**config.mk**
```make
export PLATFORM = sky130hd
export DESIGN_NAME = pred_mask_ctrl
export DESIGN_NICKNAME = d
export VERILOG_FILES = /design/src/rtl/pred_pkg.sv /design/src/rtl/pred_op_decode.sv /design/src/rtl/pred_mask_stack.sv /design/src/rtl/pred_mask_next.sv /design/src/rtl/pred_mask_ctrl.sv
export SDC_FILE = /design/constraint.sdc
export NUM_CORES = 1
export LEC_CHECK = 0
export ABC_CLOCK_PERIOD_IN_PS = 5700
export BUFFER_PORTS_ARGS = -buffer_cell sky130_fd_sc_hd__buf_2
export CORE_ASPECT_RATIO = 0.9
export CORE_MARGIN = 2
export CORE_UTILIZATION = 55
export CTS_BUF_LIST = sky130_fd_sc_hd__clkbuf_2 sky130_fd_sc_hd__clkbuf_4 sky130_fd_sc_hd__clkbuf_8
export CTS_CLUSTER_DIAMETER = 30
export DETAILED_ROUTE_END_ITERATION = 16
export GPL_ROUTABILITY_DRIVEN = 0
export PLACE_DENSITY = 0.72
export SLEW_MARGIN = 20
export SYNTH_ARGS = -nofsm -noshare
export SYNTH_HDL_FRONTEND = slang
export SYNTH_HIERARCHICAL = 1
export SYNTH_SLANG_ARGS = --single-unit
```
**constraint.sdc**
```tcl
create_clock -name clk_i -period 5.7 [get_ports clk_i]
set_input_delay 0.285 -clock clk_i [delete_from_list [all_inputs] [get_ports clk_i]]
set_output_delay 0.285 -clock clk_i [all_outputs]
set_load 0.05 [all_outputs]
```
**src/rtl/pred_pkg.sv**
```systemverilog
package pred_pkg;
  typedef enum logic [1:0] {
    OP_HOLD = 2'd0,
    OP_PUSH = 2'd1,
    OP_FLIP = 2'd2,
    OP_POP  = 2'd3
  } stack_op_e;
endpackage

```
**src/rtl/pred_op_decode.sv**
```systemverilog
module pred_op_decode
  import pred_pkg::*;
(
  input  logic      if_i,
  input  logic      else_i,
  input  logic      endif_i,
  input  logic      full_i,
  input  logic      empty_i,
  output stack_op_e op_o,
  output logic      ovf_hit_o
);
  // Priority: open > alternative > close
  always_comb begin
    op_o      = OP_HOLD;
    ovf_hit_o = 1'b0;
    if (if_i) begin
      if (full_i) ovf_hit_o = 1'b1;
      else        op_o      = OP_PUSH;
    end else if (else_i) begin
      if (!empty_i) op_o = OP_FLIP;
    end else if (endif_i) begin
      if (!empty_i) op_o = OP_POP;
    end
  end
endmodule

```
**src/rtl/pred_mask_stack.sv**
```systemverilog
module pred_mask_stack
  import pred_pkg::*;
#(
  parameter int LANES = 16,
  parameter int DEPTH = 8
) (
  input  logic                          clk_i,
  input  logic                          rst_ni,
  input  stack_op_e                     op_i,
  input  logic [LANES-1:0]              push_parent_i,
  input  logic [LANES-1:0]              push_cond_i,
  output logic [LANES-1:0]              top_parent_o,
  output logic [LANES-1:0]              top_cond_o,
  output logic [$clog2(DEPTH+1)-1:0]    depth_o,
  output logic                          full_o,
  output logic                          empty_o
);
  localparam int PW = $clog2(DEPTH + 1);
  localparam int IW = (DEPTH > 1) ? $clog2(DEPTH) : 1;
  localparam logic [PW-1:0] DEPTH_P = PW'(DEPTH);

  logic [PW-1:0]    depth_q, depth_d;
  logic [IW-1:0]    top_idx, wr_idx;
  logic [LANES-1:0] parent_q [DEPTH];
  logic [LANES-1:0] cond_q   [DEPTH];

  assign wr_idx  = IW'(depth_q);
  assign top_idx = IW'(depth_q - PW'(1));
  assign full_o  = (depth_q == DEPTH_P);
  assign empty_o = (depth_q == '0);
  assign depth_o = depth_q;

  always_comb begin
    depth_d = depth_q;
    case (op_i)
      OP_PUSH: depth_d = depth_q + PW'(1);
      OP_POP:  depth_d = depth_q - PW'(1);
      default: depth_d = depth_q;
    endcase
  end

  always_ff @(posedge clk_i or negedge rst_ni) begin
    if (!rst_ni) depth_q <= '0;
    else         depth_q <= depth_d;
  end

  // Entry storage: data only, no reset; validity comes from depth_q
  for (genvar g = 0; g < DEPTH; g++) begin : g_entry
    logic wr_en;
    assign wr_en = (op_i == OP_PUSH) && (wr_idx == IW'(g));
    always_ff @(posedge clk_i) begin
      if (wr_en) begin
        parent_q[g] <= push_parent_i;
        cond_q[g]   <= push_cond_i;
      end
    end
  end

  assign top_parent_o = parent_q[top_idx];
  assign top_cond_o   = cond_q[top_idx];
endmodule

```
**src/rtl/pred_mask_next.sv**
```systemverilog
module pred_mask_next
  import pred_pkg::*;
#(
  parameter int LANES = 16
) (
  input  stack_op_e         op_i,
  input  logic [LANES-1:0]  cur_mask_i,
  input  logic [LANES-1:0]  cond_i,
  input  logic [LANES-1:0]  top_parent_i,
  input  logic [LANES-1:0]  top_cond_i,
  output logic [LANES-1:0]  next_mask_o
);
  always_comb begin
    case (op_i)
      OP_PUSH: next_mask_o = cur_mask_i & cond_i;
      OP_FLIP: next_mask_o = top_parent_i & ~top_cond_i;
      OP_POP:  next_mask_o = top_parent_i;
      default: next_mask_o = cur_mask_i;
    endcase
  end
endmodule

```
**src/rtl/pred_mask_ctrl.sv**
```systemverilog
module pred_mask_ctrl
  import pred_pkg::*;
#(
  parameter int LANES = 16,
  parameter int DEPTH = 8
) (
  input  logic             clk_i,
  input  logic             rst_ni,
  input  logic             if_i,
  input  logic             else_i,
  input  logic             endif_i,
  input  logic [LANES-1:0] cond_i,
  output logic [LANES-1:0] lane_en_o,
  output logic             path_empty_o,
  output logic             overflow_o
);
  localparam int PW = $clog2(DEPTH + 1);

  stack_op_e        op;
  logic             ovf_hit;
  logic             stk_full, stk_empty;
  logic [PW-1:0]    stk_depth;
  logic [LANES-1:0] top_parent, top_cond;
  logic [LANES-1:0] mask_q, mask_d;
  logic             ovf_q, ovf_d;
  logic             mask_en;

  pred_op_decode u_dec (
    .if_i      (if_i),
    .else_i    (else_i),
    .endif_i   (endif_i),
    .full_i    (stk_full),
    .empty_i   (stk_empty),
    .op_o      (op),
    .ovf_hit_o (ovf_hit)
  );

  pred_mask_stack #(.LANES(LANES), .DEPTH(DEPTH)) u_stack (
    .clk_i         (clk_i),
    .rst_ni        (rst_ni),
    .op_i          (op),
    .push_parent_i (mask_q),
    .push_cond_i   (cond_i),
    .top_parent_o  (top_parent),
    .top_cond_o    (top_cond),
    .depth_o       (stk_depth),
    .full_o        (stk_full),
    .empty_o       (stk_empty)
  );

  pred_mask_next #(.LANES(LANES)) u_next (
    .op_i         (op),
    .cur_mask_i   (mask_q),
    .cond_i       (cond_i),
    .top_parent_i (top_parent),
    .top_cond_i   (top_cond),
    .next_mask_o  (mask_d)
  );

  assign mask_en = (op != OP_HOLD);
  assign ovf_d   = ovf_q | ovf_hit;

  always_ff @(posedge clk_i or negedge rst_ni) begin
    if (!rst_ni) begin
      mask_q <= '1;
      ovf_q  <= 1'b0;
    end else begin
      if (mask_en) mask_q <= mask_d;
      if (ovf_hit) ovf_q  <= ovf_d;
    end
  end

  assign lane_en_o    = mask_q;
  assign path_empty_o = ~|mask_q;
  assign overflow_o   = ovf_q;
endmodule

```
==> Word level (Yosys, flattened, before mapping) <==
Memories as Yosys holds them, arrays and structs flattened.
Index checks and enable logic that the tools add are counted.
{ "totals": {"ram_bits": 256, "word_cells": 120, "out_inout_bits": 18, "mem_count": 2, "reg_bits": 21, "input_bits": 21} }
{ "memory_table": {"columns": ["memory", "words", "width", "read_ports", "rd_ports_with_merged_regs", "write_ports", "line_no", "source"], "rows": [
  ["u_stack.cond_q", 8, 16, 1, 0, 1, "pred_mask_stack.sv:25", "logic [LANES-1:0] cond_q [DEPTH];"],
  ["u_stack.parent_q", 8, 16, 1, 0, 1, "pred_mask_stack.sv:24", "logic [LANES-1:0] parent_q [DEPTH];"]
]} }
{ "op_classes": {"bitwise": 4, "addsub": 2, "eq_ne": 11, "n_mux": 68, "reduce_logical": 30} }
{ "op_table": {"columns": ["op", "count"], "rows": [
  ["$reduce_or A16 Y1", 15],
  ["$mux W16", 14],
  ["$pmux W16 S3", 1],
  ["$mux W3", 14],
  ["$mux W1", 33],
  ["$and A16 B16 Y16", 2],
  ["$not A16 Y16", 1],
  ["$eq A3 B3 Y1 const B", 4],
  ["$mux W2", 5],
  ["$logic_and A1 B1 Y1", 8],
  ["$pmux W4 S2", 1],
  ["$eq A3 B2 Y1 const B", 2],
  ["$add A4 B1 Y4 const B", 1],
  ["$eq A2 B2 Y1 const B", 2],
  ["$eq A4 B4 Y1 const B", 1],
  ["$logic_not A4 Y1", 1],
  ["$reduce_bool A2 Y1", 2],
  ["$sub A4 B1 Y4 const B", 1],
  ["$eq A3 B1 Y1 const B", 1],
  ["$logic_not A3 Y1", 1],
  ["$reduce_bool A3 Y1", 1],
  ["$eq A2 B1 Y1 const B", 1],
  ["$reduce_and A2 Y1", 1],
  ["$logic_not A1 Y1", 1],
  ["$or A1 B1 Y1", 1]
]} }

==> Depth between registers and ports, before layout <==
Gate-level depths: netlist of the first run.
{ "logic_depth": {"ltp_word": 17, "mapped_depth": 13, "depth_no_buf": 9} }

==> By module <==
The synthesis of the first run kept the hierarchy.
{ "modules_own_cells": {"columns": ["mod", "cells_per_inst", "seq_area_each_um2", "instances", "area_each_um2"], "rows": [
  ["pred_mask_stack", 475, 7787.5, 1, 9979.6],
  ["pred_mask_ctrl", 41, 445.4, 1, 734.5],
  ["pred_mask_next", 86, 0.0, 1, 723.2],
  ["pred_op_decode", 6, 0.0, 1, 35.0]
]} }

==> Worst setup path before layout of the first run <==
No wires, ideal clock.
{ "synth_timing": {"path_type": "reg2reg", "from": "reg u_stack.depth_q[0], in the netlist u_stack/depth_o[0]", "to": "mem u_stack.cond_q[2][0] (enable)", "period_less_slack_ns": 4.560, "path_slack_ns": 1.140, "n_path_buf": 2, "setup_time_ns": 0.421, "path_stages_with_launch": 10, "arrival_time_ns": 4.139, "path_cell_list": "dfrtp_1 -> clkbuf_1 -> inv_1 -> clkbuf_1 -> ha_1 -> and3_1 -> o21ai_0 -> nor2b_1 -> nand2_1 -> nor2_1"} }
{ "synth_via": {"elab_cells_between_ends": 62} }
{ "synth_rtl": {"columns": ["element", "line_no", "source"], "rows": [
  ["start, declared", "pred_mask_stack.sv:22", "logic [PW-1:0] depth_q, depth_d;"],
  ["start signal, assigned", "pred_mask_stack.sv:44", "else depth_q <= depth_d;"],
  ["$eq A4 B4 Y1 (*)", "pred_mask_stack.sv:29", "assign full_o = (depth_q == DEPTH_P);"],
  ["net stk_full", "pred_mask_ctrl.sv:21", "logic stk_full, stk_empty;"],
  ["$mux W1 (*)", "pred_op_decode.sv:17", "if (full_i) ovf_hit_o = 1'b1;"],
  ["$mux W2 (*)", "pred_op_decode.sv:16", "if (if_i) begin"],
  ["net op[0]", "pred_mask_ctrl.sv:19", "stack_op_e op;"],
  ["$eq A2 B1 Y1 (*)", "pred_mask_stack.sv:50", "assign wr_en = (op_i == OP_PUSH) && (wr_idx == IW'(g));"],
  ["$logic_and A1 B1 Y1 (*)", "pred_mask_stack.sv:50", null],
  ["net u_stack.g_entry[2].wr_en", "pred_mask_stack.sv:49", "logic wr_en;"],
  ["$mux W1 (*)", "pred_mask_stack.sv:52", "if (wr_en) begin"],
  ["$mux W1 (implied by the code) (*)", "pred_mask_stack.sv:54", "cond_q[g] <= push_cond_i;"],
  ["$reduce_or A16 Y1 (no line)", null, null],
  ["$mux W3 (no line) / $mux W1 (equally long branches) (6 in a row)", null, null],
  ["end, declared", "pred_mask_stack.sv:25", null]
]} }
The timed path passes the listed nets; every way through them passes the cells marked *.

==> Final worst setup path of the first run <==
{ "layout_timing": {"from": "reg u_stack.depth_q[2], in the netlist u_stack/depth_o[2]", "to": "reg mask_q[9], in the netlist lane_en_o[9]"} }
{ "layout_via": {"elab_cells_between_ends": 20} }
{ "layout_rtl": {"columns": ["element", "line_no", "source"], "rows": [
  ["$sub A4 B1 Y4", null, null],
  ["$mem_v2 Z8 W16", null, null],
  ["net top_cond[9]", "pred_mask_ctrl.sv:23", "logic [LANES-1:0] top_parent, top_cond;"],
  ["$not A16 Y16", "pred_mask_next.sv:16", "OP_FLIP: next_mask_o = top_parent_i & ~top_cond_i;"],
  ["$and A16 B16 Y16", "pred_mask_next.sv:16", null],
  ["$pmux W16 S3", "pred_mask_next.sv:14", "case (op_i)"],
  ["net mask_d[9]", "pred_mask_ctrl.sv:24", "logic [LANES-1:0] mask_q, mask_d;"],
  ["end signal, assigned", "pred_mask_ctrl.sv:68", "if (mask_en) mask_q <= mask_d;"],
  ["end, declared", "pred_mask_ctrl.sv:24", null]
]} }
The timed path passes the listed nets, and every way through them passes these cells.
A chain may end at the register's enable or synchronous reset.

==> results of run 1 <==
## cell families after synthesis
| kind of cell | count (synthesis) | share of synthesized area (%) |
|---|---|---|
| AOI/OAI and AO/OA | 20 | 2.312 |
| xor gates and xnor gates | 3 | 0.2291 |
| adders and majority gates | 8 | 0.8725 |
| buffers and inverters | 48 | 2.399 |
| DFF | 277 | 71.76 |
| muxes | 81 | 14.55 |
| and+or+nand+nor | 171 | 7.874 |
## timing repair
item	CTS	global route
setup endpoints to repair	0	0
hold buffers	1	0
hold endpoints to repair	5	0
## metal layers
layer	up-vias	track usage (%)	routed length, µm
met5	-	0	0
met4	0	6.567	363
met3	35	5.134	1517
met2	197	36.59	11500
met1	2985	29.97	9732
li1	2506	-	-
## area by class of cell
cell class	count	area [µm²]	area share (%)
multi-input combinational	283	3018	23.10
inverter	20	75.07	0.5747
timing repair buffer	48	320.3	2.452
sequential	277	8233	63.02
clock buffer	68	823.3	6.302
tap	260	325.3	2.490
clock inverter	19	269.0	2.059
## synthesized netlist by cell type (all sizes together), types with 5 or more instances
library cell / number / area [µm²]
edfxtp: 256 / 7687
nor2: 5 / 26.27
clkbuf: 6 / 22.52
mux4: 64 / 1441
nor2b: 33 / 316.6
dfrtp: 5 / 125.1
dfstp: 16 / 420.4
ha: 8 / 100.1
nand2: 114 / 427.9
buf: 22 / 177.7
and2: 5 / 32.53
inv: 20 / 75.07
mux2: 16 / 217.7
o32ai: 16 / 245.2
## flip-flops by register name (all words and copies together), names as in the netlist
register          cells
u_stack/parent_q    128
overflow_o            1
lane_en_o            16
u_stack/cond_q      128
u_stack/depth_o       4
## worst register-to-register path: stages (launching register included)
cell,delay [ns]
dfrtp_1,0.52
inv_1,0.21
ha_2,1.05
buf_4,0.53
mux4_2,0.30
nand2_1,0.07
nand2_1,0.10
nor2b_1,0.16
o32ai_2,0.10
mux2_4,0.28
## worst max-delay path by stage
| stage | from | endpoint | slack [ns] | cells after the start |
|---|---|---|---|---|
| after floorplan | u_stack/depth_o[0] | u_stack/cond_q[2][0] | 1.14 | 9 |
| after CTS | u_stack/depth_o[2] | lane_en_o[5] | 2.26 | 9 |
| after global routing | u_stack/depth_o[2] | lane_en_o[6] | 2.10 | 9 |
| after global placement | u_stack/depth_o[1] | u_stack/cond_q[2][5] | 2.33 | 8 |
| after detailed placement | u_stack/depth_o[2] | lane_en_o[5] | 2.27 | 9 |
| final | u_stack/depth_o[2] | lane_en_o[9] | 2.30 | 9 |
## stage by stage
stage	std cells	power (mW)	worst slack (ns)	hold slack, ns	instance area (µm²)
CTS	974	7.755	2.257	0.02714	13040
finish	975	7.710	2.304	0.04029	13060
global route	975	8.118	2.103	0.04867	13060
detailed placement	886	5.718	2.271	0.3427	11930
global placement	884	5.639	2.334	0.3330	11890
floorplan	608	5.103	1.140	-0.01059	11470
## power groups by stage
stage	Combinational [mW]	Clock [mW]	Sequential, mW
floorplan	2.15	0	2.95
global placement	2.78	0	2.86
detailed placement	2.83	0	2.89
CTS	2.85	2.06	2.85
global route	3.10	2.15	2.88
finish	2.86	2.01	2.84
==> out/qor.yml, run 1 <==
timing:
  final.setup_skew_ns: 0.02489
  min_period_ns: 3.396
  slew_viol_final: 0
  setup_tns_ns: 0
  hold_violations: 0
  min_period_over_period_pct: 59.57
  setup_violations: 0
  rsz0062_at_grt: "no"
  max_slew_margin_pct: 24.20
  clock.fmax_mhz: 294.5
  tightest_slew_ns: 1.137
clock_tree:
  cts_buffers: 47
  clock_latency_ns: 0.56
  clockBufferDepth: 3
  clk_pin_slew_worst_paths_ns: 0.06
  cts_setup_buffers: 0
  tritoncts: "yes"
  htree_levels: 2
  cts_root_buffer: "clkbuf_8"
  cts.sinks: 277
  post_cts_resized: 0
die:
  die_height_um: 141.0
  start_util_pct: 55.57
  core_um2: 20640
  rows: 50
  die_w_um: 156.2
  die_area_um2: 22030
  io_pins: 39
critical_path:
  crit_family: "adder cells"
  rr_worst_depth: 9
  required_ns: 6.18
  slowest_stage: "ha_2"
  worstSetupPathType: "reg2reg"
  cp-start-kind: "flip-flop"
  timing.rr.end: "lane_en_o[9]"
  rrSetupSlack_ns: 2.30
  worstPathCellList: "inv_1 -> ha_2 -> buf_4 -> mux4_2 -> nand2_1 -> nand2_1 -> nor2b_1 -> o32ai_2 -> mux2_4"
  r2r-start: "u_stack/depth_o[2]"
  end_kind: "flip-flop"
  cp_max_fo: 38
  crit_top_cell: "nand2_1"
  arrival_ns: 3.88
  critPathBufInv: 2
  cp_slowest_stage_delay_ns: 1.05
power_and_ir_drop:
  clockPowerShare_pct: 26.1
  power_switching_mw: 2.473
  intPower_mw: 5.238
  powerDensity_nw_per_um2: 590.2
  leakage_nw: 4.606
  p_comb_share_pct: 37.0
  ir_drop_mv: 0.4532
  p_sw_share_pct: 32.07
  pwr-share-seq_pct: 36.9
run_status:
  status: "complete, no violations"
layout:
  nNetsFinal: 706
  post-route-util_pct: 63.28
  final_cell_mix: "edfxtp_1 (256), nand2_1 (114), mux4_2 (64), clkbuf_8 (50), buf_2 (38)"
  fillCellCount: 1432
  mostFrequentLayoutCell: "edfxtp_1"
  drive_gt1_share_pct: 37.76
  antenna_cells: 0
  syn_to_final_growth_pct: 13.87
flow_run:
  max-cap-violations: 0
synthesis:
  netlist_instances: 608
  syn-num-nets: 637
  synth_ff_type: "edfxtp_1"
  async_flop_share_pct: 7.581
  synth-edff-count: 256
  synth-seq-cells: 277
  yosysSeqAreaShare_pct: 71.76
  syn_area_um2: 11470
  avgSynthCellArea_um2: 18.87
  yosysWarnings: 6
  synth_cell_type_count: 38
drt:
  vias_per_cell: 5.870
  via_count: 5723
  drt-total-wl_um: 23110
  ant_nets: 0
  drt_iter0_drc: 492
  wire_per_inst_um: 23.70
  drt-pass1-iter-count: 5
  drc_errors: 0
global_routing:
  grt_max_degree: 51
  grt_usage_pct: 22.17
  grt_pass1_wl_um: 35880
  gr-total-overflow: 0
  antenna_found_initial: 0
  first_global_vias: 6096
min_path:
  hold_depth: 1
  holdPathEnd: "u_stack/cond_q[2][12]"
  min_path_type: "in2reg"
  hold_start: "cond_i[12]"
placement:
  dp_hpwl_um: 12250
  portBuffers: 38
Note: power is estimated with default switching activity, not from simulation.
==> run 2: changes to the inputs <==
--- a/config.mk
+++ b/config.mk
@@ -5,7 +5,8 @@
 export SDC_FILE = /design/constraint.sdc
 export NUM_CORES = 1
 export LEC_CHECK = 0
-export ABC_CLOCK_PERIOD_IN_PS = 5700
+export ABC_AREA = 1
+export ABC_CLOCK_PERIOD_IN_PS = 3310
 export BUFFER_PORTS_ARGS = -buffer_cell sky130_fd_sc_hd__buf_2
 export CORE_ASPECT_RATIO = 0.9
 export CORE_MARGIN = 2
==> constraint.sdc (replaced) <==
create_clock -name clk_i -period 3.31 [get_ports clk_i]
set_input_delay 0.1655 -clock clk_i [delete_from_list [all_inputs] [get_ports clk_i]]
set_output_delay 0.1655 -clock clk_i [all_outputs]
set_load 0.05 [all_outputs]
==> run 2 against run 1 <==
Effect of this change: register-to-register slack worse by 1.8 ns; synthesized cell count is 130% higher; first-iteration DRC count is 61% higher; critical endpoint is now lane_en_o[2]; largest power group unchanged.
==> out/qor.yml, run 2 <==
synthesis:
  yosysWarnings: 6  # unchanged
  yosysTopAreaCell: "edfxtp_1"
  synth_area_leaders: "edfxtp_1 (59%), nand2_1 (16%), inv_1 (9.4%)"
  syn-num-nets: 1451  # +130%
  async_flop_share_pct: 7.581  # unchanged
  yosysSeqAreaShare_pct: 62.90  # -8.9 points
  syn_area_um2: 13090  # +14%
  synthTopCellsByCount: "nand2_1 (542), inv_1 (329), edfxtp_1 (256), nand3_1 (130), nor2_1 (41)"
  synth-seq-cells: 277  # unchanged
  yosysMostFrequentCell: "nand2_1"
  netlist_instances: 1422  # +130%
  avgSynthCellArea_um2: 9.205  # -51%
  synth_cell_type_count: 26  # -32%
  synth_ff_type: "edfxtp_1"
  synth_top_area_share_pct: 58.73  # -8.3 points
  synth-edff-count: 256  # unchanged
timing:
  hold_violations: 0  # unchanged
  setup_violations: 0  # unchanged
  rsz0062_at_grt: "no"
  max_slew_margin_pct: 46.99  # +23 points
  min_period_ns: 2.776  # -0.6196 ns
  setup_tns_ns: 0  # unchanged
  tightest_slew_ns: 0.7952  # -0.3417 ns
  min_period_over_period_pct: 83.87  # +24 points
  slew_viol_final: 0  # unchanged
  clock.fmax_mhz: 360.2  # +22%
  final.setup_skew_ns: 0.01656  # -0.008328 ns
clock_tree:
  cts_setup_buffers: 0  # unchanged
  clk_pin_slew_worst_paths_ns: 0.06  # about the same
  cts_root_buffer: "clkbuf_8"
  cts_buffers: 54  # +15%
  clockBufferDepth: 3  # unchanged
  htree_levels: 2  # unchanged
  clock_latency_ns: 0.58  # +0.02 ns
  post_cts_resized: 0  # unchanged
  cts_hold_buf: 18  # +17
  cts.sinks: 277  # unchanged
  tritoncts: "yes"
layout:
  instances_no_fill: 1848  # +90%
  mostFrequentLayoutCell: "nand2_1"
  fillCellCount: 1876  # +31%
  drive_gt1_share_pct: 12.48  # -25 points
  syn_to_final_growth_pct: 14.00
  nNetsFinal: 1531  # +120%
  final_cell_mix: "nand2_1 (542), inv_1 (328), edfxtp_1 (256), nand3_1 (130), clkbuf_8 (56)"
  design_area_um2: 14920  # +14%
  antenna_cells: 0  # unchanged
  post-route-util_pct: 63.93  # +0.65 points
critical_path:
  crit_family: "buffers and inverters"
  end_kind: "flip-flop"
  cp_slowest_stage_delay_ns: 0.72  # -0.33 ns
  rr_worst_depth: 13  # +4
  timing.rr.end: "lane_en_o[2]"
  crit_top_cell: "nand2_1"
  cp_max_fo: 72  # +89%
  slowest_stage: "buf_4"
  worstSetupPathType: "reg2reg"
  critPathBufInv: 3  # +1
  cp-start-kind: "flip-flop"
  worstPathCellList: "inv_4 -> buf_4 -> buf_4 -> nand2_1 -> nand3_1 -> nand2_1 -> nand2_1 -> nand2_1 -> nand2_1 -> nand2_1 -> nand2_1 -> nor2_1 -> a21oi_1"
  arrival_ns: 3.28  # -0.60 ns
  r2r-start: "u_stack/depth_o[0]"
  rrSetupSlack_ns: 0.53  # -1.77 ns
  required_ns: 3.81  # -2.37 ns
flow_run:
  max-cap-violations: 0  # unchanged
run_status:
  status: "complete, no violations"
global_routing:
  gr-total-overflow: 0  # unchanged
  grt_pass1_wl_um: 46490  # +30%
  grt_usage_pct: 24.09  # +1.9 points
  grt_max_degree: 73  # +43%
  antenna_found_initial: 0  # unchanged
  first_global_vias: 8592  # +41%
die:
  io_pins: 39  # unchanged
  die_w_um: 166.6  # +6.6%
  die_area_um2: 25050  # +14%
  die_height_um: 150.4  # +6.6%
  rows: 53  # +6.0%
  core_um2: 23340  # +13%
  start_util_pct: 56.07  # +0.50 points
power_and_ir_drop:
  ir_drop_mv: 0.9017  # +99%
  finalPower_mw: 15.05  # +95%
  powerDensity_nw_per_um2: 1009  # +71%
  leakage_nw: 7.185  # +56%
drt:
  drc_errors: 0  # unchanged
  drt-total-wl_um: 29710  # +29%
  ant_nets: 0  # unchanged
  via_count: 9278  # +62%
  wire_per_inst_um: 16.08  # -32%
  vias_per_cell: 5.021  # -14%
  drt-pass1-iter-count: 5  # unchanged
  drt_iter0_drc: 793  # +61%
placement:
  dpl_cell_area_um2: 13530  # +13%
  placed_cells: 1730  # +95%
  portBuffers: 38  # unchanged
  dp_hpwl_um: 16920  # +38%
min_path:
  min_path_type: "in2async"
run 2: how the worst max path moves through the flow:
stage / slack [ns] / from / endpoint / cells after the start
global route: 0.30 / u_stack/depth_o[0] / lane_en_o[3] / 13
CTS: 0.58 / u_stack/depth_o[0] / lane_en_o[2] / 13
detailed placement: 0.59 / u_stack/depth_o[0] / lane_en_o[12] / 13
finish: 0.53 / u_stack/depth_o[0] / lane_en_o[2] / 13
floorplan: -0.46 / u_stack/depth_o[0] / u_stack/cond_q[0][0] / 13
global placement: 0.66 / u_stack/depth_o[1] / u_stack/cond_q[7][14] / 10
run 2: cells by family after synthesis:
kind of cell               share of synthesized area (%)
adders and majority gates                         0.7648
DFF                                                62.90
xor gates and xnor gates                         0.06693
AOI/OAI and AO/OA                                 0.9177
and+or+nand+nor                                    22.15
buffers and inverters                              13.20
run 2: layer usage:
metal	routed length, µm	up-vias	GRT usage [%]
met1	12740	4356	33.05
met3	2476	49	4.022
met4	617	0	9.353
met2	13880	365	39.05
met5	0	-	0
li1	-	4508	-
run 2: area by class of cell:
cell class              instances  area, µm²  area share [%]
clock inverters                33      362.8           2.432
repair buffers                 83      623.1           4.176
multi-input cells             751       3206           21.48
inverters                     335       1262           8.461
flip-flops and latches        277       8237           55.20
clock buffers                  67      853.3           5.719
well taps                     302      377.9           2.532
run 2: where the power goes:
group | switching [mW] | total (mW) | internal (mW)
registers | 0.422 | 5.09 | 4.67
clock network | 1.50 | 3.77 | 2.27
logic | 4.40 | 6.19 | 1.80
run 2: stage by stage:
step                worst slack (ns)  hold slack [ns]
floorplan                    -0.4623          -0.1301
global placement              0.6587           0.1696
detailed placement            0.5887           0.1751
CTS                           0.5785           0.1032
global route                  0.3027           0.1471
finish                        0.5340           0.1196
==> run 3: changes to the inputs <==
--- a/config.mk
+++ b/config.mk
@@ -6,7 +6,7 @@
 export NUM_CORES = 1
 export LEC_CHECK = 0
 export ABC_AREA = 1
-export ABC_CLOCK_PERIOD_IN_PS = 3310
+export ABC_CLOCK_PERIOD_IN_PS = 2400
 export BUFFER_PORTS_ARGS = -buffer_cell sky130_fd_sc_hd__buf_2
 export CORE_ASPECT_RATIO = 0.9
 export CORE_MARGIN = 2
@@ -15,7 +15,7 @@
 export CTS_CLUSTER_DIAMETER = 30
 export DETAILED_ROUTE_END_ITERATION = 16
 export GPL_ROUTABILITY_DRIVEN = 0
-export PLACE_DENSITY = 0.72
+export PLACE_DENSITY = 0.75
 export SLEW_MARGIN = 20
 export SYNTH_ARGS = -nofsm -noshare
 export SYNTH_HDL_FRONTEND = slang
==> constraint.sdc (replaced) <==
create_clock -name clk_i -period 2.4 [get_ports clk_i]
set_input_delay 0.12 -clock clk_i [delete_from_list [all_inputs] [get_ports clk_i]]
set_output_delay 0.12 -clock clk_i [all_outputs]
set_load 0.05 [all_outputs]
==> run 3 against run 2 <==
Effect of this change: utilization stayed put; non-clock buffer count is 3 higher; clock skew is 0.021 ns higher; cell count is 0.54% lower; total power is 35% higher; register-to-register slack worse by 0.32 ns; final area stayed put; sequential cell count stayed put; critical endpoint is now u_stack/cond_q[1][8]; largest cell class unchanged.
==> out/qor.yml, run 3 (synthesis gave the netlist of run 2 again) <==
critical_path:
  cp_slowest_stage_delay_ns: 0.42  # -0.30 ns
  worstPathCellList: "inv_1 -> ha_4 -> inv_2 -> nor3_2 -> nor2_2 -> o21a_4 -> inv_2 -> nand2_8 -> nor3_4 -> buf_12"
  cp-start-kind: "flip-flop"
  rrSetupSlack_ns: 0.21  # -0.32 ns
  timing.rr.end: "u_stack/cond_q[1][8]"
  cp-startpoint: "u_stack/depth_o[1]"
  crit_family: "simple AND/OR/NAND/NOR gates"
  required_ns: 2.65  # -1.16 ns
  end_kind: "flip-flop"
  r2r-start: "u_stack/depth_o[1]"
  crit_top_cell: "inv_2"
  critPathBufInv: 4  # +1
  cp_max_fo: 19  # -74%
  cp_num_cells: 10  # -3
  worstSetupPathType: "reg2reg"
  slowest_stage: "dfrtp_1"
  crit_path_end: "u_stack/cond_q[1][8]"
  rr_worst_depth: 10  # -3
  arrival_ns: 2.44  # -0.84 ns
die:
  die_area_um2: 25050  # unchanged
  core_um2: 23340  # unchanged
  io_pins: 39  # unchanged
  start_util_pct: 56.07  # unchanged
  rows: 53  # unchanged
  die_w_um: 166.6  # unchanged
  die_height_um: 150.4  # unchanged
layout:
  fillCellCount: 1878  # +0.11%
  regArea_um2: 8237  # unchanged
  drive_gt1_share_pct: 12.57  # +0.081 points
  syn_to_final_growth_pct: 14.00  # unchanged
  antenna_cells: 0  # unchanged
  final_cell_mix: "nand2_1 (540), inv_1 (326), edfxtp_1 (256), nand3_1 (130), clkbuf_8 (50)"
  nNetsFinal: 1530  # -0.065%
  multi_input_area_um2: 3247  # +1.3%
  instances_no_fill: 1838  # -0.54%
  mostFrequentLayoutCell: "nand2_1"
timing:
  setup_tns_ns: 0  # unchanged
  min_period_ns: 2.186  # -0.5905 ns
  final.setup_skew_ns: 0.03801  # +0.02144 ns
  setup_violations: 0  # unchanged
  clock.fmax_mhz: 457.5  # +27%
  rsz0062_at_grt: "no"
  finalWorstSetupSlack_ns: 0.2144  # -0.3195 ns
  whs_ns: 0.06154  # -0.05802 ns
  hold_violations: 0  # unchanged
  min_period_over_period_pct: 91.07  # +7.2 points
  slew_viol_final: 0  # unchanged
  max_slew_margin_pct: 49.33  # +2.3 points
  tightest_slew_ns: 0.7601  # -0.03513 ns
drt:
  wire_per_inst_um: 15.96  # -0.76%
  drt-pass1-iter-count: 5  # unchanged
  ant_nets: 0  # unchanged
  drc_errors: 0  # unchanged
  drt-total-wl_um: 29330  # -1.3%
  via_count: 9187  # -0.98%
  drt_iter0_drc: 914  # +15%
  vias_per_cell: 4.998  # -0.44%
power_and_ir_drop:
  powerDensity_nw_per_um2: 1366  # +35%
  leakage_nw: 7.162  # -0.31%
  p_sw_share_pct: 42.37  # +0.40 points
  clockPowerShare_pct: 22.7  # -2.3 points
  power_switching_mw: 8.636  # +37%
  intPower_mw: 11.75  # +34%
  pwr-share-seq_pct: 34.4  # +0.6 points
  ir_drop_mv: 1.077  # +19%
  p_comb_share_pct: 42.9  # +1.8 points
global_routing:
  gr-total-overflow: 0  # unchanged
  antenna_found_initial: 0  # unchanged
  grt_pass1_wl_um: 46980  # +1.0%
  grt_usage_pct: 24.12  # +0.028 points
  first_global_vias: 8903  # +3.6%
  grt_max_degree: 133  # +82%
clock_tree:
  post_cts_resized: 0  # unchanged
  cts.sinks: 277  # unchanged
  tritoncts: "yes"
  cts_root_buffer: "clkbuf_8"
  clock_latency_ns: 0.58  # about the same
  cts_hold_buf: 18  # unchanged
  htree_levels: 2  # unchanged
  cts_setup_buffers: 0  # unchanged
  cts_buffers: 50  # -7.4%
  clockBufferDepth: 3  # unchanged
  clk_pin_slew_worst_paths_ns: 0.06  # about the same
placement:
  dp_hpwl_um: 17350  # +2.5%
  portBuffers: 38  # unchanged
  dp_slack_ns: 0.2693  # -0.3194 ns
  placed_cells: 1733  # +0.17%
min_path:
  min_path_type: "in2async"
flow_run:
  max-cap-violations: 0  # unchanged
run_status:
  status: "complete, no violations"
run 3: worst min-delay path by stage:
| stage | endpoint | start |
|---|---|---|
| 6_report | u_stack/depth_o[2] | rst_ni |
| 3_3_place_gp | overflow_o | rst_ni |
| 5_1_grt | u_stack/depth_o[2] | rst_ni |
| 3_5_place_dp | overflow_o | rst_ni |
| 2_1_floorplan | overflow_o | rst_ni |
| 4_1_cts | u_stack/depth_o[2] | rst_ni |
run 3: power groups by stage:
stage               Sequential (mW)  Combinational, mW  Clock, mW
global placement               7.08               8.53          0
detailed placement             7.11               8.64          0
finish                         7.01               8.74       4.64
global route                   7.10               9.71       4.94
CTS                            7.02               8.70       4.71
floorplan                      7.36               5.98          0
run 3: area by class of cell:
| cell class | count | area share (%) |
|---|---|---|
| clock buffer | 65 | 5.366 |
| clock inverter | 22 | 1.685 |
| inverter | 335 | 8.461 |
| multi-input combinational | 751 | 21.76 |
| sequential | 277 | 55.20 |
| tap | 302 | 2.532 |
| timing repair buffer | 86 | 4.997 |
run 3: metrics by stage:
| stage | utilization, % | power, mW | instance area (µm²) |
|---|---|---|---|
| after floorplan | - | 13.34 | 13230 |
| after global placement | 58.65 | 15.61 | 13690 |
| after detailed placement | 58.65 | 15.75 | 13690 |
| after CTS | 63.93 | 20.43 | 14920 |
| after global routing | 63.93 | 21.76 | 14920 |
| final | 63.93 | 20.38 | 14920 |
run 3: layer usage:
metal | track usage (%) | vias up | wire (µm)
li1 | - | 4495 | -
met1 | 32.66 | 4344 | 12550
met2 | 40.29 | 300 | 14170
met3 | 4.232 | 48 | 1882
met4 | 7.586 | 0 | 723
met5 | 0 | - | 0
